**src/rtl/throttle_arbiter.sv**
```systemverilog
module throttle_arbiter #(
  parameter int NUM_SRC  = 3,
  parameter int PRIO_W   = 8,
  parameter int PCT_W    = 7,
  parameter int PRIO_MIN = 1,
  parameter int PRIO_MAX = 100,
  parameter int PCT_MAX  = 100,
  localparam int SEL_W   = (NUM_SRC > 1) ? $clog2(NUM_SRC) : 1
) (
  input  logic               clk,
  input  logic               rst_n,
  input  logic [NUM_SRC-1:0] src_active,
  input  logic               cfg_we,
  input  logic [SEL_W-1:0]   cfg_sel,
  input  logic [PRIO_W-1:0]  cfg_prio,
  input  logic [PCT_W:0]     cfg_cpu_pct,
  input  logic [1:0]         cfg_gpu_lvl,
  output logic [PCT_W-1:0]   cpu_skip_pct,
  output logic [1:0]         gpu_skip_lvl,
  output logic               throttle_valid
);

  logic [PRIO_W-1:0] prio_q [NUM_SRC];
  logic [PCT_W-1:0]  pct_q  [NUM_SRC];
  logic [1:0]        lvl_q  [NUM_SRC];

  logic [PRIO_W-1:0] prio_in;
  logic [PCT_W-1:0]  pct_in;

  assign prio_in = (cfg_prio < PRIO_W'(PRIO_MIN)) ? PRIO_W'(PRIO_MIN) :
                   (cfg_prio > PRIO_W'(PRIO_MAX)) ? PRIO_W'(PRIO_MAX) : cfg_prio;
  assign pct_in  = (cfg_cpu_pct > (PCT_W+1)'(PCT_MAX)) ? PCT_W'(PCT_MAX)
                                                       : cfg_cpu_pct[PCT_W-1:0];

  for (genvar i = 0; i < NUM_SRC; i++) begin : g_src
    always_ff @(posedge clk) begin
      if (!rst_n) begin
        prio_q[i] <= PRIO_W'(PRIO_MIN);
        pct_q[i]  <= '0;
        lvl_q[i]  <= '0;
      end else if (cfg_we && cfg_sel == SEL_W'(i)) begin
        prio_q[i] <= prio_in;
        pct_q[i]  <= pct_in;
        lvl_q[i]  <= cfg_gpu_lvl;
      end
    end
  end

  logic              win_found;
  logic [PRIO_W-1:0] win_prio;
  logic [PCT_W-1:0]  win_pct;
  logic [1:0]        win_lvl;

  always_comb begin
    win_found = 1'b0;
    win_prio  = '0;
    win_pct   = '0;
    win_lvl   = '0;
    for (int i = 0; i < NUM_SRC; i++) begin
      if (src_active[i] && (!win_found || prio_q[i] > win_prio)) begin
        win_found = 1'b1;
        win_prio  = prio_q[i];
        win_pct   = pct_q[i];
        win_lvl   = lvl_q[i];
      end
    end
  end

  always_ff @(posedge clk) begin
    if (!rst_n) begin
      cpu_skip_pct   <= '0;
      gpu_skip_lvl   <= '0;
      throttle_valid <= 1'b0;
    end else begin
      cpu_skip_pct   <= win_pct;
      gpu_skip_lvl   <= win_lvl;
      throttle_valid <= win_found;
    end
  end

endmodule


```
**config.mk**
```make
export PLATFORM = sky130hd
export DESIGN_NAME = throttle_arbiter
export DESIGN_NICKNAME = d
export VERILOG_FILES = /design/src/rtl/throttle_arbiter.sv
export SDC_FILE = /design/constraint.sdc
export NUM_CORES = 1
export LEC_CHECK = 0
export BUFFER_PORTS_ARGS = -buffer_cell sky130_fd_sc_hd__buf_4
export CORE_MARGIN = 2
export CORE_UTILIZATION = 58
export DETAILED_ROUTE_END_ITERATION = 6
export PLACE_DENSITY_LB_ADDON = 0.3
export SLEW_MARGIN = 20
export SYNTH_ARGS = -nofsm -noshare
export SYNTH_HDL_FRONTEND = slang
export SYNTH_SLANG_ARGS = --single-unit
export TNS_END_PERCENT = 100
```
**constraint.sdc**
```tcl
create_clock -name clk -period 5.1 [get_ports clk]
set_input_delay 1.02 -clock clk [delete_from_list [all_inputs] [get_ports clk]]
set_output_delay 1.02 -clock clk [all_outputs]
set_load 0.01 [all_outputs]
```
* After elaboration in Yosys (flattened, before gate mapping)
Memories as Yosys holds them, arrays and structs flattened.
Cells that the tools add are included.
Widths: inputs -> output; s select.
** Word-level totals
- Register bits after elaboration :: 10
- RAM bits :: 51
- Input bits :: 26
- Output and inout port bits :: 10
- Memories :: 3
** Cells by class
- $lt $le $gt $ge :: 5
- Equality and inequality tests :: 2
- Muxes and demuxes :: 33
- Bitwise operators :: 9
- Reductions and logical operators :: 10
** Memories
- prio_q :: words 3, bits a word 8, read ports 3, clocked after Yosys merged registers in 0, write ports 3, line 23 : logic [PRIO_W-1:0] prio_q [NUM_SRC];
- pct_q :: words 3, bits a word 7, read ports 3, clocked after Yosys merged registers in 0, write ports 3, line 24 : logic [PCT_W-1:0] pct_q [NUM_SRC];
- lvl_q :: words 3, bits a word 2, read ports 3, clocked after Yosys merged registers in 0, write ports 3, line 25 : logic [1:0] lvl_q [NUM_SRC];
** Operators with widths (count)
- $mux 8 :: 7
- $mux 7 :: 7
- $gt 8x7->1 const B :: 2
- $gt 8x8->1 :: 2
- $mux 1 :: 13
- $mux 2 :: 6
- $or 1x1->1 :: 9
- $lt 8x1->1 const B :: 1
- $logic_and 1x1->1 :: 5
- $eq 2x1->1 const B :: 1
- $eq 2x2->1 const B :: 1
- $logic_not 1->1 :: 2
- $logic_not 2->1 :: 1
- $logic_or 1x1->1 :: 2

* Logic depth before layout (Yosys ltp)
- Word-level depth :: 9
- Gate-level depth with buffers :: 19
- Depth with buffers taken out :: 15

* Worst setup path after synthesis
Ideal clock, no wire load.
- Path kind :: input -> register
- Start point :: in src_active[0]
- End point :: reg cpu_skip_pct[0]
- Arrival time :: 4253 ps
- Required time :: 5026 ps
- Path slack :: 773 ps
- Stages :: 19
- Path buffers :: 4
- Cells stage by stage :: buf_2 > buf_1 > nand2_1 > ha_1 > nor2b_2 > o211ai_2 > a21oi_2 > o21ai_2 > a21bo_1 > buf_6 > mux2_4 > ha_1 > a21oi_1 > nand2_1 > a211oi_1 > a21o_2 > buf_4 > o21ai_0 > a31oi_1
** On the way
- Word-level cells in the longest chain between the ends :: 9
- Elaborated cells between the ends (all ways) :: 15
** Ends and longest elaborated chain
- start, declared :: line 12 : input logic [NUM_SRC-1:0] src_active,
- $mux 8 / $mux 1 (equally long branches) :: line 60 : if (src_active[i] && (!win_found || prio_q[i] > win_prio)) begin
- $gt 8x8->1 / $logic_not 1->1 (equally long branches) :: line 60
- $logic_or 1x1->1 :: line 60
- $logic_and 1x1->1 :: line 60
- $mux 8 / $mux 1 (equally long branches) :: line 60
- $gt 8x8->1 / $logic_not 1->1 (equally long branches) :: line 60
- $logic_or 1x1->1 :: line 60
- $logic_and 1x1->1 :: line 60
- $mux 7 (*) :: line 60
- end signal, assigned :: line 75 : cpu_skip_pct <= win_pct;
- end, declared :: line 18 : output logic [PCT_W-1:0] cpu_skip_pct,
Mark *: on every way between the ends. The rest lies on a longest branch, timed or not.
A chain may end at the register's enable or synchronous reset.

* Worst setup path in the final report
- Start point :: in src_active[0]
- End point :: reg gpu_skip_lvl[1]
** On the way
- Word-level cells in the longest chain between the ends :: 9
- Elaborated cells between the ends (all ways) :: 15
** Ends and longest elaborated chain
- $mux 8 / $mux 1 (equally long branches) :: line 60
- $gt 8x8->1 / $logic_not 1->1 (equally long branches) :: line 60
- $logic_or 1x1->1 :: line 60
- $logic_and 1x1->1 :: line 60
- $mux 8 / $mux 1 (equally long branches) :: line 60
- $gt 8x8->1 / $logic_not 1->1 (equally long branches) :: line 60
- $logic_or 1x1->1 :: line 60
- $logic_and 1x1->1 :: line 60
- $mux 2 (*) :: line 60
- end signal, assigned :: line 76 : gpu_skip_lvl <= win_lvl;
- end, declared :: line 19 : output logic [1:0] gpu_skip_lvl,
Marked as above.

==> metrics.md <==
| Metric | Value |
|---|---|
| RSZ-0062 raised after global routing | false |
| Number of synthesized register bits | 61 |
| Die area | 0.00593 sq mm |
| Post-CTS setup buffers | 0 |
| Period utilisation layout | 83.5% |
| Fin Clk Skew | 6.48 ps |
| Leakage | 1.46 nW |
| Fmax | 0.235 GHz |
| Max Buffers Root-to-Sink | 2 |
| Initial antenna violation count | 0 |
| First-pass GRT wire length | 10600 um |
| Clock sinks | 61 |
| DRT iter0 DRCs | 182 |
| Measured slew at the worst slew-check pin | 783 ps |
| Resize count post-CTS | 0 |
| Worst EP arrival | 4510 ps |
| Hold buffer count at cts | 0 |
| Netlist cell types | 40 |
| Area Overhead vs Synth | 15.2% |
| Crit-path max FO | 30 |
| Dpl hpwl | about 4400 um |
| Clock transition at the registers of the reported paths | 70 ps |
| Total GRT Usage | 23.5% |
| Total CTS buffers | 9 |
| 1st-pass router iterations | 4 |
| VDD IR-drop max | around 0.00021 V |
| Final weighted congestion in routability-driven placement | 0.849 |
| Vias in the first global route | 2255 |
| Synth Cell Area | 0.00309 sq mm |
| Commonest non-fill, non-tap cell in the layout | nor2_1 |
| Critical Path Source Type | input pin |
| Starting Density | 60.1% |
| H-tree depth | 3 |
| Clock network fraction of total power | 30.8% |
| Layout Nets | 372 |
| Psw | 303 uW |
| Final Core Density | 69.3% |
| Grt ovf | 0 |
| Status | finished clean |
| Worst Path Required | 5350 ps |
| Final Power | 1.14 mW |
| Slew headroom | 47.7% |
| Antenna-violating nets left | 0 |
| Switching Fraction | a little over a quarter |
| Commonest non-fill, non-tap cells in the layout | nor2_1 (53), edfxtp_1 (51), buf_4 (37), nand2_1 (28), ha_1 (16) |
| Endpoints failing setup | 0 |
| CTS tree | built |
| CP Class | input pin to register |
| Largest net degree at the start of global routing | 31 |
| Skew-Pair Late Insertion Delay | 330 ps |
| Setup TNS | 0 ps |
| Post-synth EDFFs | just over 50 |
| Register area share after synthesis | between 50% and 60% |
| Number of remaining DRC errors | 0 |
| IO Port Bufs | 35 |
| Share of layout cells above drive strength 1 | 21.8% |
| Tmin final | around 4300 ps |
| Vias post-DR | between 2k and 2.5k |
| N_diodes | 0 |
| Final Hold Viols | 0 |
| Die H | 77.0 um |
| Io pins | 36 |
| Die Wd | about 77 um |
| Max cap viols | 0 |
| Critical Path Sink Type | register |
| Pint | 842 uW |
| CTS root buf | clkbuf_8 |
| Core area | 0.00514 sq mm |
| Worst hold path type | register to register |
| Comb pwr share | 16.8% |
| PwrDens | 321 mW/mm^2 |
| Post-synthesis area per instance | 10.6 sq um |
| Row cnt | 26 |
| Leading post-synthesis cells by cell area | edfxtp_1 (50%), dfxtp_1 (6.5%), ha_1 (6.5%), nor2_1 (6.4%), mux2_4 (3.9%) |
| Slew Limit Fails | 0 |
| Post-DR wirelength/cell | 15.8 um |
| Asr flop ratio synth | 0% |
| Sequential power share | 52.4% |
| Top FF cell, synth | edfxtp_1 |
| Drt total wl | 6420 um |
| Synthesized netlist cell count | roughly 290 |
| Most area-hungry cell type in the Yosys netlist | edfxtp_1 |
| Post-synth top area share | 49.6% |
| Vias per cell | 5.49 |
| Number of synthesis warnings | 0 |
==> cell families (layout without fill, tap and decap cells) <==
logic type,Yosys count,in the layout,synth area share [%]
multiplexers,8,8,3.89
other,1,3,0.121
AND/OR/NAND/NOR,132,132,19.7
adder cells (fa/ha/maj),16,16,6.48
buffers and inverters,25,66,3.56
AO/OA/AOI/OAI,49,49,10.2
flip-flops,61,61,56.0
==> final timing paths <==
path	endpoint	startpoint	slack (ps)	cells after the start
worst max register to register	gpu_skip_lvl[1]	prio_q[1][1]	1530	14
worst min register to register	cpu_skip_pct[3]	pct_q[2][3]	570	2
worst max-delay path	gpu_skip_lvl[1]	src_active[0]	840	16
worst min-delay path	cpu_skip_pct[3]	pct_q[2][3]	570	2
==> power groups by stage <==
stage                     Sequential (mW)  Combinational [mW]  Clock (mW)
after floorplan                     0.610               0.122           0
after global placement              0.609               0.183           0
after detailed placement            0.610               0.191           0
after CTS                           0.600               0.192       0.355
after global routing                0.603               0.214       0.378
final                               0.600               0.192       0.352
==> cell usage after synthesis, types with 2 or more instances <==
| library cell | n |
|---|---|
| a21oi_1 | 15 |
| a31oi_1 | 3 |
| a41oi_1 | 8 |
| and2_1 | 5 |
| and3_1 | 8 |
| buf_1 | 3 |
| buf_4 | 2 |
| clkbuf_1 | 5 |
| dfxtp_1 | 10 |
| edfxtp_1 | 51 |
| ha_1 | 16 |
| inv_1 | 13 |
| mux2_4 | 8 |
| nand2_1 | 28 |
| nand3_1 | 12 |
| nand4_1 | 4 |
| nor2_1 | 53 |
| nor2b_1 | 6 |
| nor3_1 | 2 |
| o21ai_0 | 12 |
| or2_2 | 9 |
==> state kept, by name, indices dropped and copies added, names as in the netlist <==
name            count
pct_q              21
throttle_valid      1
gpu_skip_lvl        2
prio_q             24
cpu_skip_pct        7
lvl_q               6
==> critical path, cell delays in order <==
cell	delay, ps
buf_4	280
nand2_1	130
ha_1	310
nor2b_2	170
o211ai_2	150
a21oi_2	70
o21ai_2	130
a21bo_1	440
mux2_4	340
ha_1	310
a21oi_1	150
nand2_1	80
a211oi_1	240
a21o_2	360
o21ai_0	140
a41oi_1	180
==> area by class of cell <==
type / instances / area (sq um)
Sequential cell: 61 / 1730
Multi-Input combinational cell: 208 / 1260
Inverter: 13 / 48.8
Timing Repair Buffer: 37 / 278
Fill cell: 409 / 1580
Tap cell: 70 / 87.6
Clock inverter: 5 / 27.5
Clock buffer: 11 / 131
==> metal layers <==
metal	wire length, um	track usage, %
met1	2820	30.8
met2	3040	38.2
met3	447	6.12
met4	109	8.04
met5	0	0
==> per-stage QoR <==
| step | instance area (sq um) | instances | setup WS [ps] | hold slack (ps) |
|---|---|---|---|---|
| after detailed placement | 3400 | 389 | 510 | 565 |
| after floorplan | 3100 | 294 | 773 | 516 |
| final | 3560 | 405 | 842 | 573 |
| after global routing | 3560 | 405 | 591 | 634 |
| after CTS | 3560 | 405 | 881 | 578 |
| after global placement | 3400 | 389 | 735 | 553 |
(Power assumes the default switching activity.)
